[config.mk]
export PLATFORM = sky130hd
export DESIGN_NAME = rxq_fwd_gate
export DESIGN_NICKNAME = d
export VERILOG_FILES = /design/src/rtl/rxq_fwd_pkg.sv /design/src/rtl/rxq_fifo_ram.sv /design/src/rtl/rxq_wr_ctrl.sv /design/src/rtl/rxq_rd_ctrl.sv /design/src/rtl/rxq_fwd_gate.sv
export SDC_FILE = /design/constraint.sdc
export NUM_CORES = 2
export LEC_CHECK = 0
export ABC_CLOCK_PERIOD_IN_PS = 35500
export BUFFER_PORTS_ARGS = -buffer_cell sky130_fd_sc_hd__buf_4
export CORE_MARGIN = 2
export CORE_UTILIZATION = 45
export DETAILED_ROUTE_END_ITERATION = 10
export SYNTH_ARGS = -nofsm -noshare
export SYNTH_HDL_FRONTEND = slang
export SYNTH_HIERARCHICAL = 1
export SYNTH_SLANG_ARGS = --single-unit
[constraint.sdc]
create_clock -name clk -period 35.5 [get_ports clk]
set_input_delay 3.55 -clock clk [delete_from_list [all_inputs] [get_ports clk]]
set_output_delay 3.55 -clock clk [all_outputs]
set_load 0.005 [all_outputs]
[src/rtl/rxq_fwd_pkg.sv]
package rxq_fwd_pkg;

  // Write-side controller states
  typedef enum logic [1:0] {
    WS_IDLE = 2'd0,   // between frames
    WS_RECV = 2'd1,   // storing bytes of the current frame
    WS_SKIP = 2'd2,   // dropping the rest of an aborted frame
    WS_TERM = 2'd3    // waiting for a slot to append an error terminator
  } wr_state_e;

endpackage

[src/rtl/rxq_fifo_ram.sv]
module rxq_fifo_ram #(
  parameter int AW = 8,
  parameter int WW = 10
) (
  input  logic          clk,
  input  logic          we,
  input  logic [AW-1:0] waddr,
  input  logic [WW-1:0] wdata,
  input  logic          re,
  input  logic [AW-1:0] raddr,
  output logic [WW-1:0] rdata
);

  localparam int DEPTH = 1 << AW;

  logic [WW-1:0] mem [DEPTH];
  logic [WW-1:0] rdata_q;

  // Simple dual-port, registered read: maps onto block RAM
  always_ff @(posedge clk) begin
    if (we) mem[waddr] <= wdata;
    if (re) rdata_q <= mem[raddr];
  end

  assign rdata = rdata_q;

endmodule

[src/rtl/rxq_wr_ctrl.sv]
module rxq_wr_ctrl
  import rxq_fwd_pkg::*;
#(
  parameter int AW       = 8,
  parameter int DW       = 8,
  parameter int THR_STEP = 32,
  parameter int PW       = AW + 1,
  parameter int WW       = DW + 2
) (
  input  logic          clk,
  input  logic          rst,
  input  logic          cfg_cut_thru,
  input  logic [1:0]    cfg_thr_sel,
  input  logic          flush_req,
  input  logic          wr_valid,
  input  logic [DW-1:0] wr_data,
  input  logic          wr_last,
  input  logic          flt_valid,
  input  logic          flt_pass,
  input  logic [PW-1:0] rd_ptr,
  output logic          mem_we,
  output logic [AW-1:0] mem_waddr,
  output logic [WW-1:0] mem_wdata,
  output logic [PW-1:0] wr_ptr,
  output logic [PW-1:0] rel_ptr,
  output logic [PW-1:0] rel_nxt,
  output logic          drop_pulse,
  output wr_state_e     state,
  output logic          known,
  output logic          cut_act
);

  localparam logic [PW-1:0] DEPTH_P = PW'(1) << AW;

  wr_state_e     st_q, st_n;
  logic [PW-1:0] wr_q, wr_n, start_q, start_n, rel_q, rel_n;
  logic [PW-1:0] cnt_q, cnt_n, thr_q, thr_n, thr_cfg;
  logic          known_q, known_n, pass_q, pass_n;
  logic          released_q, released_n, cut_q, cut_n;
  logic          lseen_q, lseen_n, drop_q, drop_n;
  logic          full, fresh, ending, we;
  logic [WW-1:0] wdata;

  assign thr_cfg = PW'((int'(cfg_thr_sel) + 1) * THR_STEP);
  assign full    = (wr_q - rd_ptr) == DEPTH_P;
  assign fresh   = (st_q == WS_IDLE) && wr_valid;
  assign ending  = wr_valid && wr_last;

  always_comb begin
    st_n       = st_q;
    wr_n       = wr_q;
    start_n    = start_q;
    rel_n      = rel_q;
    cnt_n      = cnt_q;
    thr_n      = thr_q;
    known_n    = known_q;
    pass_n     = pass_q;
    released_n = released_q;
    cut_n      = cut_q;
    lseen_n    = lseen_q;
    drop_n     = 1'b0;
    we         = 1'b0;
    wdata      = '0;

    // First byte of a frame: latch the policy and clear the frame context
    if (fresh) begin
      cut_n      = cfg_cut_thru;
      thr_n      = thr_cfg;
      cnt_n      = '0;
      known_n    = 1'b0;
      pass_n     = 1'b0;
      released_n = 1'b0;
      start_n    = wr_q;
    end

    if (st_q == WS_RECV || fresh) begin
      if (flt_valid && !known_n) begin
        known_n = 1'b1;
        pass_n  = flt_pass;
      end
      if (flush_req || (wr_valid && full) || (known_n && !pass_n)) begin
        drop_n = 1'b1;
        if (released_n) begin
          st_n    = WS_TERM;
          lseen_n = ending;
        end else begin
          wr_n = start_n;
          st_n = ending ? WS_IDLE : WS_SKIP;
        end
      end else if (wr_valid) begin
        we    = 1'b1;
        wdata = {1'b0, wr_last, wr_data};
        wr_n  = wr_q + PW'(1);
        if (cnt_n != '1) cnt_n = cnt_n + PW'(1);
        if (wr_last) begin
          st_n = WS_IDLE;
          if (known_n) begin
            rel_n = wr_n;
          end else begin
            drop_n = 1'b1;   // no verdict by the final byte
            wr_n   = start_n;
          end
        end else begin
          st_n = WS_RECV;
        end
      end
      // Cut-through release: threshold reached and frame accepted
      if (st_n == WS_RECV && cut_n && known_n && pass_n && cnt_n >= thr_n) begin
        rel_n      = wr_n;
        released_n = 1'b1;
      end
    end else if (st_q == WS_SKIP) begin
      if (ending) st_n = WS_IDLE;
    end else if (st_q == WS_TERM) begin
      if (ending) lseen_n = 1'b1;
      if (!full) begin
        we    = 1'b1;
        wdata = {1'b1, 1'b1, {DW{1'b0}}};
        wr_n  = wr_q + PW'(1);
        rel_n = wr_n;
        st_n  = lseen_n ? WS_IDLE : WS_SKIP;
      end
    end
  end

  always_ff @(posedge clk) begin
    if (rst) begin
      st_q       <= WS_IDLE;
      wr_q       <= '0;
      start_q    <= '0;
      rel_q      <= '0;
      cnt_q      <= '0;
      thr_q      <= '0;
      known_q    <= 1'b0;
      pass_q     <= 1'b0;
      released_q <= 1'b0;
      cut_q      <= 1'b0;
      lseen_q    <= 1'b0;
      drop_q     <= 1'b0;
    end else begin
      st_q       <= st_n;
      wr_q       <= wr_n;
      start_q    <= start_n;
      rel_q      <= rel_n;
      cnt_q      <= cnt_n;
      thr_q      <= thr_n;
      known_q    <= known_n;
      pass_q     <= pass_n;
      released_q <= released_n;
      cut_q      <= cut_n;
      lseen_q    <= lseen_n;
      drop_q     <= drop_n;
    end
  end

  assign mem_we     = we;
  assign mem_waddr  = wr_q[AW-1:0];
  assign mem_wdata  = wdata;
  assign wr_ptr     = wr_q;
  assign rel_ptr    = rel_q;
  assign rel_nxt    = rel_n;
  assign drop_pulse = drop_q;
  assign state      = st_q;
  assign known      = known_q;
  assign cut_act    = cut_q;

endmodule

[src/rtl/rxq_rd_ctrl.sv]
module rxq_rd_ctrl #(
  parameter int AW = 8,
  parameter int PW = AW + 1
) (
  input  logic          clk,
  input  logic          rst,
  input  logic          rd_en,
  input  logic [PW-1:0] rel_nxt,
  output logic [PW-1:0] rd_ptr,
  output logic          mem_re,
  output logic [AW-1:0] mem_raddr,
  output logic          frame_avail,
  output logic          rd_dv
);

  logic [PW-1:0] rd_q, rd_n;
  logic          avail_q, dv_q, take;

  assign take = rd_en && avail_q;
  assign rd_n = rd_q + PW'(take);

  always_ff @(posedge clk) begin
    if (rst) begin
      rd_q    <= '0;
      avail_q <= 1'b0;
      dv_q    <= 1'b0;
    end else begin
      rd_q    <= rd_n;
      avail_q <= rel_nxt != rd_n;
      dv_q    <= take;
    end
  end

  assign rd_ptr      = rd_q;
  assign mem_re      = take;
  assign mem_raddr   = rd_q[AW-1:0];
  assign frame_avail = avail_q;
  assign rd_dv       = dv_q;

endmodule

[src/rtl/rxq_fwd_gate.sv]
module rxq_fwd_gate
  import rxq_fwd_pkg::*;
#(
  parameter int DEPTH    = 256,
  parameter int DW       = 8,
  parameter int THR_STEP = 32
) (
  input  logic          clk,
  input  logic          rst,
  input  logic          cfg_cut_thru,
  input  logic [1:0]    cfg_thr_sel,
  input  logic          flush_req,
  input  logic          wr_valid,
  input  logic [DW-1:0] wr_data,
  input  logic          wr_last,
  input  logic          flt_valid,
  input  logic          flt_pass,
  input  logic          rd_en,
  output logic          rd_dv,
  output logic [DW-1:0] rd_data,
  output logic          rd_last,
  output logic          rd_err,
  output logic          frame_avail,
  output logic          drop_pulse
);

  localparam int AW = $clog2(DEPTH);
  localparam int PW = AW + 1;
  localparam int WW = DW + 2;

  logic          mem_we, mem_re;
  logic [AW-1:0] mem_waddr, mem_raddr;
  logic [WW-1:0] mem_wdata, mem_rdata;
  logic [PW-1:0] wr_ptr_w, rel_ptr_w, rel_nxt_w, rd_ptr_w;
  wr_state_e     st_w;
  logic          known_w, cut_w;

  rxq_wr_ctrl #(
    .AW(AW), .DW(DW), .THR_STEP(THR_STEP), .PW(PW), .WW(WW)
  ) u_wr (
    .clk(clk), .rst(rst),
    .cfg_cut_thru(cfg_cut_thru), .cfg_thr_sel(cfg_thr_sel),
    .flush_req(flush_req),
    .wr_valid(wr_valid), .wr_data(wr_data), .wr_last(wr_last),
    .flt_valid(flt_valid), .flt_pass(flt_pass),
    .rd_ptr(rd_ptr_w),
    .mem_we(mem_we), .mem_waddr(mem_waddr), .mem_wdata(mem_wdata),
    .wr_ptr(wr_ptr_w), .rel_ptr(rel_ptr_w), .rel_nxt(rel_nxt_w),
    .drop_pulse(drop_pulse),
    .state(st_w), .known(known_w), .cut_act(cut_w)
  );

  rxq_rd_ctrl #(
    .AW(AW), .PW(PW)
  ) u_rd (
    .clk(clk), .rst(rst),
    .rd_en(rd_en), .rel_nxt(rel_nxt_w),
    .rd_ptr(rd_ptr_w), .mem_re(mem_re), .mem_raddr(mem_raddr),
    .frame_avail(frame_avail), .rd_dv(rd_dv)
  );

  rxq_fifo_ram #(
    .AW(AW), .WW(WW)
  ) u_ram (
    .clk(clk),
    .we(mem_we), .waddr(mem_waddr), .wdata(mem_wdata),
    .re(mem_re), .raddr(mem_raddr), .rdata(mem_rdata)
  );

  assign rd_data = mem_rdata[DW-1:0];
  assign rd_last = mem_rdata[DW];
  assign rd_err  = mem_rdata[DW+1];

endmodule

# Word-level counts from Yosys, hierarchy flattened

Memories as Yosys holds them, arrays and structs flattened. A register that Yosys moved wholly into a read port is not among the register bits.
Index checks and enable logic that the tools add are counted.

Latch bits: 0
Output and inout port bits: 13
Memories: 1
Memory bits (read-only): 0
RAM bits: 2560
Register bits: 64

Memories:

| memory    | depth | width | rd ports | clocked after memory_dff | wr ports | RTL line           | text |
|---|---|---|---|---|---|---|---|
| u_ram.mem | 256   | 10    | 1        | 1                        | 1        | rxq_fifo_ram.sv:16 | `logic [WW-1:0] mem [DEPTH];` |

Reduce and logical (&&, ||, !) cells: 22
Divide/modulo/power cells: 0
Muxes and demuxes: 77
Add/sub/neg operators: 5
$lt $le $gt $ge: 1
Shift-type cells: 0
$mul: 0
Eq/ne operators: 13
Bitwise operators: 1

Operators by type and width:

| operator                                       | count |
|---|---|
| two-way mux 9 bit                              | 27 |
| two-way mux 10 bit                             | 5 |
| two-way mux 1 bit                              | 34 |
| two-way mux 2 bit                              | 11 |
| adder 9 x 1 -> 9 bit (second input constant)   | 2 |
| logical AND 1 bit                              | 10 |
| adder 9 x 1 -> 9 bit                           | 1 |
| == test 9 bit (second input constant)          | 1 |
| >= comparator 9 bit                            | 1 |
| != test 9 bit                                  | 1 |
| != test 9 bit (second input constant)          | 1 |
| subtractor 9 bit                               | 1 |
| != test 2 bit (second input constant)          | 3 |
| AND reduction 3 bit                            | 2 |
| == test 2 x 1 -> 1 bit (second input constant) | 2 |
| == test 2 bit (second input constant)          | 2 |
| AND reduction 4 bit                            | 1 |
| adder 2 x 1 -> 3 bit (second input constant)   | 1 |
| logical OR 1 bit                               | 3 |
| != test 3 x 1 -> 1 bit (second input constant) | 1 |
| != test 3 bit (second input constant)          | 1 |
| nonzero test 3 bit                             | 1 |
| logical NOT 1 bit                              | 2 |
| logical NOT 2 bit                              | 1 |
| 4 further kinds                                | 4 |

# Logic depth before layout (Yosys ltp)

Depth after elaboration: 20
Depth in mapped cells: 27
Gate-level depth less buffers: 25

# By module

Netlist, hierarchy kept.

By module, submodules not included:

| module       | times used | seq. area each (sq um) | area each (sq um) | cells an instance |
|---|---|---|---|---|
| rxq_fifo_ram | 1          | 77174.0                | 99354.0           | 4642 |
| rxq_wr_ctrl  | 1          | 1061.0                 | 3988.8            | 514 |
| rxq_rd_ctrl  | 1          | 220.2                  | 678.2             | 75 |

# Worst setup path before layout

OpenSTA, ideal clock, no wires.

Path type: input to register
Start: input port wr_valid
End: memory u_ram.mem[0][8], data pin
Stages: 8
Required time: 33.260 ns
Setup slack: 18.236 ns
Arrival: 15.024 ns
Cell sequence: or3b_1 clkbuf_1 a2bb2oi_1 a21oi_1 nor2_4 nand2_4 buf_12 o31ai_1

Cells in the longest elaborated chain, start to end: 11
Elaborated cells on any way between the ends: 18
Classes of those cells: mux (9); reduce/logical (9)

RTL lines:

| element                | RTL line           | text |
|---|---|---|
| start: declaration     | rxq_fwd_gate.sv:13 | `input logic wr_valid,` |
| logical AND 1 bit      | rxq_wr_ctrl.sv:46  | `assign fresh = (st_q == WS_IDLE) && wr_valid;` |
| two-way mux 1 bit      | rxq_wr_ctrl.sv:66  | `if (fresh) begin` |
| logical NOT 1 bit      | rxq_wr_ctrl.sv:77  | `if (flt_valid && !known_n) begin` |
| logical AND 1 bit      | rxq_wr_ctrl.sv:77  |  |
| two-way mux 1 bit      | rxq_wr_ctrl.sv:77  |  |
| two-way mux 1 bit      | rxq_wr_ctrl.sv:76  | `if (st_q == WS_RECV \|\| fresh) begin` |
| logical NOT 1 bit      | rxq_wr_ctrl.sv:81  | `if (flush_req \|\| (wr_valid && full) \|\| (known_n && !pass_n)) begin` |
| logical AND 1 bit      | rxq_wr_ctrl.sv:81  |  |
| logical OR 1 bit       | rxq_wr_ctrl.sv:81  |  |
| two-way mux 10 bit     | rxq_wr_ctrl.sv:81  |  |
| two-way mux 10 bit (*) | rxq_wr_ctrl.sv:76  |  |
| net mem_wdata[8]       | rxq_fwd_gate.sv:33 | `logic [WW-1:0] mem_wdata, mem_rdata;` |
| end: declaration       | rxq_fifo_ram.sv:16 |  |

Mark *: on every way through the listed nets, which the timed path passes. The rest lies on a longest branch. The select of a mux whose other input is x is not followed.

# Worst setup path in the final report

Start: input port wr_valid
End: register u_rd.avail_q, in the netlist u_rd/frame_avail

Cells in the longest elaborated chain, start to end: 19
Elaborated cells on any way between the ends: 50
Classes of those cells: add/sub (1); order compare (1); eq/ne (3); mux (31); reduce/logical (14)

RTL lines:

| element                                                                       | RTL line           | text |
|---|---|---|
| parallel branches: the longest is 17 deep, another holds adder 9 x 1 -> 9 bit | n/a                |  |
| two-way mux 9 bit (*)                                                         | rxq_wr_ctrl.sv:76  |  |
| net rel_nxt_w[5]                                                              | rxq_fwd_gate.sv:34 | `logic [PW-1:0] wr_ptr_w, rel_ptr_w, rel_nxt_w, rd_ptr_w;` |
| != test 9 bit (*)                                                             | rxq_rd_ctrl.sv:29  | `avail_q <= rel_nxt != rd_n;` |
| end signal: assignment                                                        | rxq_rd_ctrl.sv:29  |  |
| end: declaration                                                              | rxq_rd_ctrl.sv:17  | `logic avail_q, dv_q, take;` |

Mark *: on every way through the listed nets, which the timed path passes. The select of a mux whose other input is x is not followed.
A chain may end at the register's enable or synchronous reset.

==> flow_summary.rst <==
.. list-table::
   :header-rows: 1

   * - Metric
     - Value
   * - Clock-pin transition on the worst setup and hold timing paths
     - 0.06 ns
   * - Initial DRT Pass Iterations
     - 8
   * - Detailed-route via count
     - about 53000
   * - Clock tree buffer depth
     - 4
   * - Sum of negative setup slack
     - 0 ns
   * - Slew at the pin closest to its max-slew limit
     - 1.25 ns
   * - Gate count of the mapped netlist
     - about 5200
   * - Remaining number of nets flagged by the antenna check after routing
     - 0
   * - Placed insts
     - 8072
   * - Number of cell rows
     - 176
   * - Filler cells
     - 18300
   * - CP Cell Sequence
     - buf_4, or3b_1, and2_1, ha_1, nand3_1, nor2_1, nand4_1, o21a_1, nor2b_1, nand2_1, xor2_1, ha_1, a211o_1, a31oi_1, o21ai_0, nand3_1, nand2_1, a31oi_4, a221o_1, and3_1, o21ai_0, o2111ai_1, a2111oi_2, a41oi_1
   * - Number of global-route vias before repair
     - 52400
   * - Core area
     - ~230000 µm²
   * - Ratio of total power to cell area
     - roughly 57 nW/µm²
   * - Count of non-filler cells in the finished layout
     - ~8600
   * - Die Span Y
     - around 480 µm
   * - I/O pin count
     - 32
   * - Count of unresolved DRC violations after routing
     - 0
   * - Buffer count from post-CTS setup fixing
     - 0
   * - Starting DRC count in detailed routing
     - 6856
   * - WL per Instance
     - between 30 and 40 µm
   * - Layout net count
     - 5374
   * - Area Growth Syn to Fin
     - 11.5%
   * - Final Routed Wirelength
     - 273 mm
   * - Crit end category
     - flip-flop
   * - Clock buffer count from CTS
     - 285
   * - Cell area after layout
     - 116000 µm²
   * - Worst Path Required
     - 36.27 ns
   * - Unrepaired setup endpoints after global routing
     - false
   * - Clk_lat worst skew
     - 0.92 ns
   * - Final setup violation count
     - 0
   * - Critical-path cell with the highest stage delay
     - sky130_fd_sc_hd__nor2b_1
   * - Initial cell density of the core
     - 45.2%
   * - Hold-fix buffer count after cts
     - 0
   * - RD Place Congestion
     - 0.877
   * - Leftover overflow at the end of global routing
     - 0
   * - Smallest hold slack
     - 0.454 ns
   * - Number of levels the H-tree was split into
     - 5
   * - Half-perimeter wire length after placement
     - about 160 mm
   * - Clock tree from TritonCTS
     - yes
   * - Outcome
     - completed
   * - IO Port Bufs
     - 31
   * - Buffer type at the clock tree root
     - sky130_fd_sc_hd__clkbuf_16
   * - Die X-Extent
     - 485 µm
   * - CTS-repair resized insts
     - 0
   * - Area of the die
     - 235000 µm²
   * - Total clock sinks
     - between 2000 and 3000
   * - Data arrival at the endpoint of the critical path
     - 9.21 ns
   * - Number of antenna violations at the first check in global routing
     - 1
   * - Count of final max-slew check failures
     - 0
   * - Global-route wire length before repair
     - 390 mm
   * - Type of origin of the critical path
     - input pin
   * - Worst hold path class
     - reg2reg
   * - Total power consumption of the routed design
     - between 6 and 7 mW
   * - Global Route Usage Sum
     - 23.0%
   * - Area after DPL
     - between 100000 and 150000 µm²
   * - Pin count of the biggest net entering global routing
     - about 170
   * - Peak per-stage delay on the critical path
     - 0.49 ns
   * - Share of cells above drive strength 1
     - 20.1%
   * - Peak supply drop
     - 0.0494 mV
   * - Hold Violations, Final
     - 0
   * - Vias/cell
     - 6.25
   * - Highest Clock Rate
     - roughly 120 MHz
   * - Worst setup slack before clock tree synthesis
     - roughly 26 ns
   * - Setup WS post-layout
     - 27.06 ns
   * - Worst clock skew
     - 0.0619 ns
   * - Top fanout value on the critical path
     - 13
   * - Post-Syn Nets
     - 5264
   * - Rel. slew slack
     - 16.2%
   * - Post-layout minimum cycle time
     - ~8.4 ns
   * - Synthesized area per cell
     - 19.9 µm²
   * - Kind of critical path
     - in2reg
   * - Netlist area before placement
     - about 100000 µm²
   * - Post-layout utilization of the core
     - 50.4%
   * - Maximum capacitance violations
     - 0
   * - Synth warnings
     - 6
   * - Total leakage power
     - 35.6 nW
   * - Part of the cycle the worst path needs
     - about a quarter
==> path summary, 6_finish.rpt <==
kind,start,to,slack (ns),cells past startpoint
setup / recovery,wr_valid,u_rd/frame_avail$_SDFF_PP0_,27.06,24
hold / removal,u_wr/thr_q[8]$_SDFF_PP0_,u_wr/thr_q[8]$_SDFF_PP0_,0.45,2
setup reg to reg,u_rd/rd_ptr[3]$_SDFF_PP0_,u_rd/frame_avail$_SDFF_PP0_,28.84,24
hold reg to reg,u_wr/thr_q[8]$_SDFF_PP0_,u_wr/thr_q[8]$_SDFF_PP0_,0.45,2
==> sequential cells by signal (all words and copies together) (netlist names), 2 cells and up <==
register / flops
u_wr/wr_ptr: 9
u_wr/cnt_q: 9
u_wr/start_q: 9
u_wr/state: 2
u_wr/thr_q: 9
u_ram/rdata: 10
u_ram/mem: 2560
u_rd/rd_ptr: 9
u_wr/rel_ptr: 9
==> critical path, delay by kind of cell <==
kind / cells / cell delay [ns]
AO/OA/AOI/OAI: 10 / 2.11
buffers and inverters: 1 / 0.17
adder cells (fa/ha/maj): 2 / 0.54
XOR/XNOR: 1 / 0.18
AND/OR/NAND/NOR: 10 / 2.64
==> layout make-up <==
cell class / instances / area [µm²] / area share (%)
flip-flops and latches: 2634 / 78500 / 67.7
multi-input cells: 2237 / 23400 / 20.2
clock buffers: 340 / 7530 / 6.50
well taps: 3026 / 3790 / 3.27
clock inverters: 137 / 1310 / 1.13
repair buffers: 148 / 1210 / 1.05
inverters: 27 / 109 / 0.0939
diodes: 3 / 7.51 / 0.00648
==> power by group <==
| part | internal [mW] | switching, mW | total (mW) |
|---|---|---|---|
| clock | 1.68 | 1.17 | 2.85 |
| combinational | 0.138 | 0.209 | 0.347 |
| sequential | 3.40 | 0.00856 | 3.41 |
==> layer usage <==
layer  share of wire [%]  up-vias  track usage, %
met1                  42    28500            33.3
li1                    -    21900               -
met4                 2.8        0            6.56
met2                  48     2641            36.2
met3                 8.0      438            3.80
met5                   0        -               0
==> cells in the final DEF (no fill, tap or decap), drive strengths merged, types with 40 or more instances in the layout <==
| master | count |
|---|---|
| clkbuf | 340 |
| o22ai | 69 |
| o221ai | 42 |
| mux4 | 536 |
| clkinv | 96 |
| a21oi | 153 |
| buf | 148 |
| nand2 | 118 |
| edfxtp | 2570 |
| a22oi | 193 |
| nor3 | 40 |
| o21ai | 41 |
| mux2i | 217 |
| nor2 | 342 |
| dfxtp | 64 |
| nand3 | 53 |
No activity file was read; power rests on OpenSTA's default activity.
